--- src/rtl/rtc_match_alarm.sv ---
module rtc_match_alarm #(
  parameter int PRESCALE = 32768,
  parameter int CW       = 32,
  parameter int PTW      = 16
) (
  input  logic        clk,
  input  logic        rst_n,
  input  logic        tick,
  input  logic        bus_sel,
  input  logic        bus_we,
  input  logic [5:0]  bus_addr,
  input  logic [31:0] bus_wdata,
  output logic [31:0] bus_rdata,
  output logic        irq
);
  localparam int PW = $clog2(PRESCALE);
  localparam logic [3:0] W_CNT = 4'd0, W_MATCH = 4'd1, W_LOAD = 4'd2, W_CTRL = 4'd3,
                         W_MASK = 4'd4, W_RAW = 4'd5, W_MIS = 4'd6, W_CLR = 4'd7,
                         W_PCUR = 4'd8, W_PLOAD = 4'd9, W_PCTRL = 4'd10;

  logic [CW-1:0]  count_q, match_q, loadv_q;
  logic [PW-1:0]  pre_q;
  logic           run_q, eq_q;
  logic [1:0]     mask_q, raw_q;
  logic [PTW-1:0] ptld_q, ptcur_q;
  logic           ptrun_q;

  wire [3:0] widx   = bus_addr[5:2];
  wire       wr     = bus_sel & bus_we;
  wire       wr_ld  = wr && widx == W_LOAD;
  wire       wr_pld = wr && widx == W_PLOAD;
  wire       eq     = count_q == match_q;
  wire       al_set = eq & ~eq_q;
  wire       pt_set = ptrun_q & tick & (ptcur_q == PTW'(1));
  wire [1:0] clr    = (wr && widx == W_CLR) ? bus_wdata[1:0] : 2'b00;

  assign irq = |(raw_q & mask_q);

  always_ff @(posedge clk) begin
    if (!rst_n) begin
      count_q <= '0;
      pre_q   <= '0;
    end else if (wr_ld) begin
      count_q <= bus_wdata[CW-1:0];
      pre_q   <= '0;
    end else if (run_q && tick) begin
      if (pre_q == PW'(PRESCALE - 1)) begin
        pre_q   <= '0;
        count_q <= count_q + 1'b1;
      end else begin
        pre_q <= pre_q + 1'b1;
      end
    end
  end

  always_ff @(posedge clk) begin
    if (!rst_n) begin
      match_q <= '0;
      loadv_q <= '0;
      run_q   <= 1'b0;
      mask_q  <= 2'b00;
      ptrun_q <= 1'b0;
    end else if (wr) begin
      if (widx == W_MATCH) match_q <= bus_wdata[CW-1:0];
      if (widx == W_LOAD)  loadv_q <= bus_wdata[CW-1:0];
      if (widx == W_CTRL)  run_q   <= bus_wdata[0];
      if (widx == W_MASK)  mask_q  <= bus_wdata[1:0];
      if (widx == W_PCTRL) ptrun_q <= bus_wdata[1];
    end
  end

  always_ff @(posedge clk) begin
    if (!rst_n) begin
      eq_q  <= 1'b1;
      raw_q <= 2'b00;
    end else begin
      eq_q  <= eq;
      raw_q <= (raw_q & ~clr) | {pt_set, al_set};
    end
  end

  always_ff @(posedge clk) begin
    if (!rst_n) begin
      ptld_q  <= '0;
      ptcur_q <= '0;
    end else if (wr_pld) begin
      ptld_q  <= bus_wdata[PTW-1:0];
      ptcur_q <= bus_wdata[PTW-1:0];
    end else if (ptrun_q && tick) begin
      if (ptcur_q <= PTW'(1)) ptcur_q <= ptld_q;
      else                    ptcur_q <= ptcur_q - 1'b1;
    end
  end

  always_comb begin
    case (widx)
      W_CNT:   bus_rdata = 32'(count_q);
      W_MATCH: bus_rdata = 32'(match_q);
      W_LOAD:  bus_rdata = 32'(loadv_q);
      W_CTRL:  bus_rdata = {31'd0, run_q};
      W_MASK:  bus_rdata = {30'd0, mask_q};
      W_RAW:   bus_rdata = {30'd0, raw_q};
      W_MIS:   bus_rdata = {30'd0, raw_q & mask_q};
      W_PCUR:  bus_rdata = 32'(ptcur_q);
      W_PLOAD: bus_rdata = 32'(ptld_q);
      W_PCTRL: bus_rdata = {30'd0, ptrun_q, 1'b0};
      default: bus_rdata = 32'd0;
    endcase
  end
endmodule

--- config.mk ---
export PLATFORM = sky130hd
export DESIGN_NAME = rtc_match_alarm
export DESIGN_NICKNAME = d
export VERILOG_FILES = /design/src/rtl/rtc_match_alarm.sv
export SDC_FILE = /design/constraint.sdc
export NUM_CORES = 1
export LEC_CHECK = 0
export BUFFER_PORTS_ARGS = -buffer_cell sky130_fd_sc_hd__buf_2
export CAP_MARGIN = 20
export CORE_AREA = 4 4 147 149
export DETAILED_ROUTE_END_ITERATION = 16
export DIE_AREA = 0 0 151 153
export SYNTH_ARGS = -nofsm -noshare
export SYNTH_HDL_FRONTEND = slang
export SYNTH_SLANG_ARGS = --single-unit
--- constraint.sdc ---
create_clock -name clk -period 3.55 [get_ports clk]
set_input_delay 0.71 -clock clk [delete_from_list [all_inputs] [get_ports clk]]
set_output_delay 0.71 -clock clk [all_outputs]
set_load 0.01 [all_outputs]
==> results of run 1 <==
-- routing by layer --
metal,vias to the layer above,routed length [um]
met5,-,0
met4,0,299
met3,17,1500
met2,283,11500
met1,3768,12200
li1,3902,-
-- cell usage after synthesis, drive strengths merged, types with 2 or more instances --
library cell	number
nand2	234
dfxtp	150
a21oi	121
nor2	88
clkbuf	67
nand3	47
xnor2	43
o21ai	31
nor3	29
nand4	28
mux2i	27
a22oi	18
or3	17
nor4	15
buf	14
xor2	13
a222oi	12
and2	11
o211ai	10
a31oi	9
a311oi	8
and3	8
a221oi	7
a211oi	6
inv	6
o31ai	6
or4	6
ha	4
nor3b	4
o2111ai	4
or2	4
a21o	3
and4	3
nor2b	3
o2bb2ai	3
mux2	2
nand2b	2
nand4b	2
o311a	2
-- sequential cells by signal, summed over array words and instances, names as in the netlist --
signal   flops
mask_q       2
ptcur_q     16
count_q     32
ptld_q      16
raw_q        2
ptrun_q      1
pre_q       15
loadv_q     32
match_q     32
eq_q         1
run_q        1
-- cell type report --
| type | instances | area [um^2] |
|---|---|---|
| Fill cell | 2108 | 10900 |
| Multi-Input combinational cell | 837 | 4690 |
| Sequential cell | 150 | 3000 |
| Timing Repair Buffer | 103 | 591 |
| Clock buffer | 20 | 457 |
| Tap cell | 270 | 338 |
| Clock inverter | 12 | 176 |
| Inverter | 7 | 27.5 |
-- through the flow --
step	power (uW)	worst slack (ns)	area (um^2)
final	3960	0.245	9280
after global placement	2050	0.344	8650
after global routing	4090	0.160	9280
after CTS	3980	0.277	9280
after detailed placement	2050	0.304	8650
after floorplan	1930	0.543	8000
-- worst max-delay path, cell delays in order --
cell	delay [ns]
buf_2	0.16
or2_2	0.33
nor3_2	0.81
a222oi_1	0.27
nand2_1	0.16
buf_2	0.15
-- final timing paths --
check	startpoint	end	depth (start not counted)
min reg2reg	eq_q	raw_q[0]	1
max reg2reg	run_q	count_q[24]	5
min	eq_q	raw_q[0]	1
max	bus_addr[4]	bus_rdata[11]	6
-- power by group through the flow --
stage | registers (uW) | clock network, uW | logic (uW)
final | 1730 | 1950 | 290
after global routing | 1730 | 2050 | 312
after CTS | 1730 | 1970 | 288
after detailed placement | 1760 | 0 | 286
after global placement | 1760 | 0 | 285
after floorplan | 1750 | 0 | 172
-- cell families after synthesis --
logic type | count (synthesis) | share of synthesized area [%]
simple gates | 503 | 28.8
compound gates | 245 | 19.0
flops | 150 | 37.6
buf+inv | 88 | 4.27
xor+xnor | 56 | 6.13
mux | 29 | 3.66
fa+ha+maj | 4 | 0.626
==> results.md, run 1 <==
- Top FF cell, synth: dfxtp_1
- Sw power: 951 uW
- Most frequent cells in the layout: nand2_1, dfxtp_1, a21oi_1
- 1st-iter DRT viols: 733
- Port bufs: 73
- Final core utilization: 46.0%
- Antenna Nets Post-Route: 0
- Final non-filler cell total: 1399
- Clock Power Share: 49.1%
- DP HPWL: 17500 um
- Worst Tran Pin Value: 1.08 ns
- First-pass GRT wire length: 40700 um
- WS Path Type: in2out
- Fin Hold WS: 0.417 ns
- DRT Pass-1 Iters: 6
- Max Cap Viol: 0
- Post-synth EDFFs: 0
- Maximum clock rate: 0.303 GHz
- Startpoint Class: input port
- Initial antenna violation count: 0
- Final period util: 93.1%
- Outcome: finished, final reports clean
- Clk Latency, worst-skew pair: 0.43 ns
- Yosys cell types: 52
- Sequential-to-total area share from yosys stat: 37.6%
- CTS tree: built
- Post-Syn Instances: 1075
- Gr busiest metal: met2
- Unrepaired setup endpoints after global routing: false
- Syn Nets: 1122
- Final wirelength: 25600 um
- Die H: 153 um
- Post-CTS Setup Inserts: 0
- WL/cell: 18.3 um
- Yosys warns: 0
- Cts bufs inserted: 17
- Grt ovf: 0
- Arrival @ worst endpoint: 2.59 ns
- Post-Route Skew: 0.0177 ns
- Yosys top cell area share: 37.6%
- Gpl congestion: 0.909
- Die Area: 0.0231 mm^2
- Share of cells above drive strength 1: 13.4%
- Clock-pin slew on the worst setup and hold paths: 0.07 ns
- FFs w/ async S/R, synth: 0%
- Max IR drop VDD: 0.332 mV
- Final Max Slew Viols: 0
- P_leak: 0.00332 uW
- Post-Syn Area per Cell: 7.44 um^2
- Hold Fails Final Rpt: 0
- GRT Util Overall: 21.9%
- Post_cts resized: 0
- Yosys top cell by area: dfxtp_1
- Die Width: 151 um
- Tmin final: 3.30 ns
- # rows: 52
- Synth Register Bits: 150
- Syn-to-layout area delta: 16.0%
- Critical path fanouts, max: 15
- Met1 Usage GRT: 31.6%
- Final nets: 1163
- Via-to-Cell Ratio: 5.70
- H-Tree Depth: 4
- Sequential power share: 43.6%
- Sink Count: 150
- CP Data Required Time: 2.84 ns
- Total negative slack: 0 ns
- Combinational power share: 7.3%
- Flop-to-flop setup slack: 0.98 ns
- Antenna Cells: 0
- Area contributors post-synth: dfxtp_1, nand2_1, a21oi_1
- Cells after DPL: 1367
- Max_slew headroom: 27.8%
- Crit end category: output port
- Starting Density: 39.6%
- Max Buffers Root-to-Sink: 2
- Met3 GRT Util: 3.85%
- Clock Root Buffer: clkbuf_16
- Vias in the first global route: 7419
- Mapped Area: 0.00800 mm^2
- Number of remaining DRC errors: 0
- Pwr dens: 427 mW/mm^2
- Met2 Resource Use GR: 34.0%
- # IOs: 76
- Largest net degree at the start of global routing: 54
- Commonest non-fill, non-tap cell in the layout: nand2_1
- Hold/Removal Path Class: reg2reg
- Core Region: 0.0202 mm^2
- Sw frac: 24.0%
- Post-CTS Hold Buffers: 0
- Cell internal pwr: 3010 uW
- Routed vias: 7970
- Final setup viols: 0
Power figures use the tool's default switching activity.
==> inputs of run 2 (changes only) <==
CORE_AREA = 4 4 126 128   (was 4 4 147 149)
DIE_AREA = 0 0 130 132   (was 0 0 151 153)
PLACE_DENSITY = 0.74   (was default)
==> results.md, run 2 (synthesis gave the netlist of run 1 again) <==
- Antenna Cells: 0 (unchanged)
- Maximum clock rate: 0.338 GHz (+12%)
- Max Buffers Root-to-Sink: 2 (unchanged)
- Tmin final: 2.96 ns (-0.345 ns)
- Post-CTS Setup Inserts: 0 (unchanged)
- First-pass GRT wire length: 38800 um (-4.6%)
- Reg-to-Reg Start: run_q
- Initial antenna violation count: 0 (unchanged)
- Number of remaining DRC errors: 0 (unchanged)
- Final nets: 1162 (-0.086%)
- Reg2reg end: count_q[24]
- Critical path fanouts, max: 19 (+4)
- M1 WL: 10400 um (-15%)
- Routed vias: 8114 (+1.8%)
- Syn-to-layout area delta: 14.4%
- Core Region: 0.0149 mm^2 (-26%)
- Top sig layer: met4
- WL/cell: 18.2 um (-0.51%)
- Outcome: finished, final reports clean
- Via-to-Cell Ratio: 6.18 (+8.4%)
- Flop-to-flop setup slack: 1.03 ns (+0.05 ns)
- Commonest non-fill, non-tap cell in the layout: nand2_1
- Clk Latency, worst-skew pair: 0.43 ns (about the same)
- Final wirelength: 23900 um (-6.6%)
- Gpl congestion: 0.894 (-1.7%)
- CP Data Required Time: 2.84 ns (about the same)
- Startpoint Class: input port
- Pwr dens: 421 mW/mm^2 (-1.5%)
- # rows: 45 (-13%)
- Total negative slack: 0 ns (unchanged)
- CTS tree: built
- Final setup viols: 0 (unchanged)
- Hold Fails Final Rpt: 0 (unchanged)
- Largest net degree at the start of global routing: 64 (+19%)
- 1st-iter DRT viols: 963 (+31%)
- Sink Count: 150 (unchanged)
- H-Tree Depth: 4 (unchanged)
- Crit end category: output port
- Die Width: 130 um (-14%)
- Worst R2R Path Depth: 5 (unchanged)
- DP HPWL: 16100 um (-8.2%)
- Hold/Removal Path Class: reg2reg
- WL met3: 1970 um (+31%)
- CP endpoint: bus_rdata[7]
- Clock Root Buffer: clkbuf_16
- FF/Latch Area: 0.00300 mm^2 (unchanged)
- Final period util: 83.4% (-9.7 points)
- Final Max Slew Viols: 0 (unchanged)
- Die H: 132 um (-14%)
- Antenna Nets Post-Route: 0 (unchanged)
- Clock-pin slew on the worst setup and hold paths: 0.06 ns (about the same)
- Arrival @ worst endpoint: 2.25 ns (-0.34 ns)
- WL met2: 10900 um (-5.4%)
- FILL cells: 1351 (-36%)
- Max IR drop VDD: 0.302 mV (-9.0%)
- Post-Route Skew: 0.00756 ns (-0.0101 ns)
- DRT Pass-1 Iters: 7 (+1)
- Vias in the first global route: 7524 (+1.4%)
- Fin Hold WS: 0.430 ns (+0.0123 ns)
- Unrepaired setup endpoints after global routing: false
- Critical Path Start: bus_addr[4]
- # IOs: 76 (unchanged)
- Post_cts resized: 0 (unchanged)
- Cts bufs inserted: 17 (unchanged)
- GRT Util Overall: 28.0% (+6.1 points)
- WS Path Type: in2out
- Area of the multi-input gates: 0.00469 mm^2 (unchanged)
- Most frequent cells in the layout: nand2_1, dfxtp_1, a21oi_1
- Share of cells above drive strength 1: 13.1% (-0.23 points)
- Largest regs: count_q: 32 flops, loadv_q: 32 flops, match_q: 32 flops
- Max_slew headroom: 46.4% (+19 points)
- Max Cap Viol: 0 (unchanged)
- P_leak: 0.00331 uW (-0.39%)
- Grt ovf: 0 (unchanged)
- Die Area: 0.0172 mm^2 (-26%)
- Post-CTS Hold Buffers: 0 (unchanged)
- Worst Tran Pin Value: 0.797 ns (-0.280 ns)
- Port bufs: 73 (unchanged)
- Starting Density: 53.8% (+14 points)
## run 2: changes by cell type in the layout (fill, tap and decap cells not counted), sizes merged
cell / delta
clkinvlp: -1
clkinv: -1
clkbuf: +1
buf: -1
bufinv: -1
## run 2: power breakdown
group,switching [uW],total [uW],internal [uW]
sequential,23.0,1730,1700
clock,691,1840,1150
combinational,189,282,93.1
## run 2: per-layer routing
layer  vias up  GRT usage (%)
met5         -              0
met4         0           10.6
met3        51           5.51
met2       352           43.2
met1      3804           38.6
li1       3907              -
## run 2: cell type report
type                       instances  share of cell area, %
multi-input combinational        837                   51.3
timing repair buffer             102                   6.51
clock inverter                     9                   1.38
clock buffer                      21                   5.14
sequential                       150                   32.8
inverter                           7                  0.301
tap                              188                   2.57
## run 2: through the flow
stage                     instances  area (um^2)  worst slack (ns)  util [%]  power (uW)
after floorplan                1075         8000             0.543         -        1930
after global routing           1314         9150             0.433      61.5        3960
final                          1314         9150             0.591      61.5        3850
after detailed placement       1284         8550             0.581      57.5        2040
after CTS                      1314         9150             0.569      61.5        3860
after global placement         1284         8550             0.594      57.5        2030
## run 2: how the worst min path moves through the flow
| stage | start | end | slack [ns] | cells after the start |
|---|---|---|---|---|
| after floorplan | eq_q | raw_q[0] | 0.39 | 1 |
| after global placement | eq_q | raw_q[0] | 0.42 | 1 |
| after detailed placement | eq_q | raw_q[0] | 0.42 | 1 |
| after CTS | eq_q | raw_q[0] | 0.43 | 1 |
| after global routing | eq_q | raw_q[0] | 0.46 | 1 |
| final | eq_q | raw_q[0] | 0.43 | 1 |
## run 2: worst max-delay path: stages
cell      delay (ns)
buf_2           0.17
or2_2           0.44
nor3_2          0.07
buf_4           0.21
a222oi_1        0.34
nand2_1         0.12
buf_2           0.16
==> inputs of run 3 (changes only) <==
CORE_AREA = 4 4 127 129   (was 4 4 126 128)
DIE_AREA = 0 0 131 133   (was 0 0 130 132)
PLACE_DENSITY = 0.76   (was 0.74)
clock period = 2.6 ns   (was 3.55 ns; I/O delays follow)
==> results.md, run 3 (synthesis gave the netlist of run 1 again) <==
- Outcome: finished, final reports clean
- Final nets: 1175 (+1.1%)
- Max IR drop VDD: 0.477 mV (+58%)
- Final period util: 91.2%
- Cells after DPL: 1297 (+1.0%)
- Final non-filler cell total: 1329 (+1.1%)
- WL/cell: 17.6 um (-3.2%)
- Port bufs: 73 (unchanged)
- Post-Route Skew: 0.00657 ns (-0.000994 ns)
- Final Max Slew Viols: 0 (unchanged)
- H-Tree Depth: 4 (unchanged)
- Post_cts resized: 0 (unchanged)
- Final setup viols: 0 (unchanged)
- First-pass GRT wire length: 37900 um (-2.3%)
- Largest net degree at the start of global routing: 54 (-16%)
- Number of remaining DRC errors: 0 (unchanged)
- Final wirelength: 23400 um (-2.1%)
- FF/Latch Area: 0.00300 mm^2 (unchanged)
- Max Buffers Root-to-Sink: 2 (unchanged)
- Starting Density: 53.2% (-0.60 points)
- Unrepaired setup endpoints after global routing: false
- Grt ovf: 0 (unchanged)
- Die H: 133 um (+0.76%)
- Syn-to-layout area delta: 16.5%
- Via-to-Cell Ratio: 6.12 (-0.90%)
- DP Worst Slack: 0.230 ns (-0.351 ns)
- # IOs: 76 (unchanged)
- Worst Tran Pin Value: 0.765 ns (-0.0315 ns)
- Crit end category: output port
- Hold/Removal Path Class: in2reg
- Post-CTS Setup Inserts: 0 (unchanged)
- FILL cells: 1375 (+1.8%)
- Area of the multi-input gates: 0.00469 mm^2 (unchanged)
- Max Cap Viol: 0 (unchanged)
- CTS tree: built
- Antenna Nets Post-Route: 0 (unchanged)
- Post-CTS Hold Buffers: 0 (unchanged)
- Placed inst area: 0.00868 mm^2 (+1.6%)
- Largest regs: count_q: 32 flops, loadv_q: 32 flops, match_q: 32 flops
- Clock-pin slew on the worst setup and hold paths: 0.06 ns (about the same)
- Routed vias: 8133 (+0.23%)
- Total negative slack: 0 ns (unchanged)
- Vias in the first global route: 7296 (-3.0%)
- Antenna Cells: 0 (unchanged)
- Max_slew headroom: 48.5% (+2.1 points)
- Gpl congestion: 0.895 (about the same)
- Final Instance Area: 0.00931 mm^2 (+1.8%)
- Core Region: 0.0150 mm^2 (+1.1%)
- Commonest non-fill, non-tap cell in the layout: nand2_1
- Hold Fails Final Rpt: 0 (unchanged)
- Maximum clock rate: 0.422 GHz
- Initial antenna violation count: 0 (unchanged)
- # rows: 45 (unchanged)
- 1st-iter DRT viols: 1009 (+4.8%)
- Die Area: 0.0174 mm^2 (+1.5%)
- Clock Root Buffer: clkbuf_16
- P_leak: 0.00339 uW (+2.6%)
- CP Data Required Time: 2.08 ns (-0.76 ns)
- Clk Latency, worst-skew pair: 0.43 ns (about the same)
- Final setup margin: 0.229 ns (-0.362 ns)
- Pwr dens: 579 mW/mm^2 (+38%)
- Die Width: 131 um (+0.77%)
- Cts bufs inserted: 17 (unchanged)
- Startpoint Class: input port
- Arrival @ worst endpoint: 1.85 ns (-0.40 ns)
- Flop-to-flop setup slack: 0.32 ns (-0.71 ns)
- Sink Count: 150 (unchanged)
- Share of cells above drive strength 1: 14.4% (+1.2 points)
- DRT Pass-1 Iters: 5 (-2)
- GRT Util Overall: 26.9% (-1.1 points)
- WS Path Type: in2out
- Critical path fanouts, max: 15 (-4)
- DP HPWL: 16300 um (+1.4%)
- Most frequent cells in the layout: nand2_1, dfxtp_1, a21oi_1
- Tmin final: 2.37 ns
[run 3: changes by cell type in the layout (fill, tap and decap cells not counted)]
cell | before | now
buf_4 | 28 | 38
clkbuf_1 | 1 | 0
clkinvlp_4 | 1 | 2
bufinv_16 | 3 | 4
inv_6 | 0 | 1
clkbuf_8 | 3 | 2
buf_12 | 1 | 4
clkinv_2 | 5 | 6
[run 3: report_power, final]
part,switching (uW),leakage [uW],internal [uW]
combinational,256,0.00188,136
clock,997,0.000309,1650
sequential,31.3,0.00121,2320
[run 3: critical path: stages]
cell     delay [ns]
buf_2          0.24
nor2b_1        0.31
and2_1         0.18
buf_4          0.22
a22oi_1        0.12
nand2_1        0.12
buf_2          0.14
[run 3: layout make-up]
class | count | share of cell area [%]
multi-input cells | 837 | 50.3
flip-flops and latches | 150 | 32.2
repair buffers | 115 | 7.85
clock buffers | 19 | 4.86
well taps | 188 | 2.53
clock inverters | 13 | 1.91
inverters | 7 | 0.296
[run 3: per-layer routing]
| layer | vias to the layer above | wire length, um | GRT usage [%] |
|---|---|---|---|
| li1 | 3930 | - | - |
| met1 | 3827 | 10300 | 37.8 |
| met2 | 337 | 10800 | 40.9 |
| met3 | 39 | 1770 | 5.65 |
| met4 | 0 | 510 | 9.20 |
| met5 | - | 0 | 0 |
[run 3: path summary, 6_finish.rpt]
kind | startpoint | to | depth (start not counted)
hold / removal | bus_wdata[18] | match_q[18] | 3
setup / recovery | bus_addr[2] | bus_rdata[10] | 7
hold reg to reg | eq_q | raw_q[0] | 1
setup reg to reg | pre_q[0] | count_q[24] | 6
[run 3: metrics by stage]
| stage | util (%) | hold WS (ns) | total power, uW |
|---|---|---|---|
| 6_report | 62.0 | 0.348 | 5400 |
| 5_1_grt | 62.0 | 0.345 | 5550 |
| 4_1_cts | 62.0 | 0.340 | 5400 |
| 3_5_place_dp | 57.8 | 0.418 | 2790 |
| 3_3_place_gp | 57.8 | 0.407 | 2790 |
| 2_1_floorplan | - | 0.395 | 2630 |
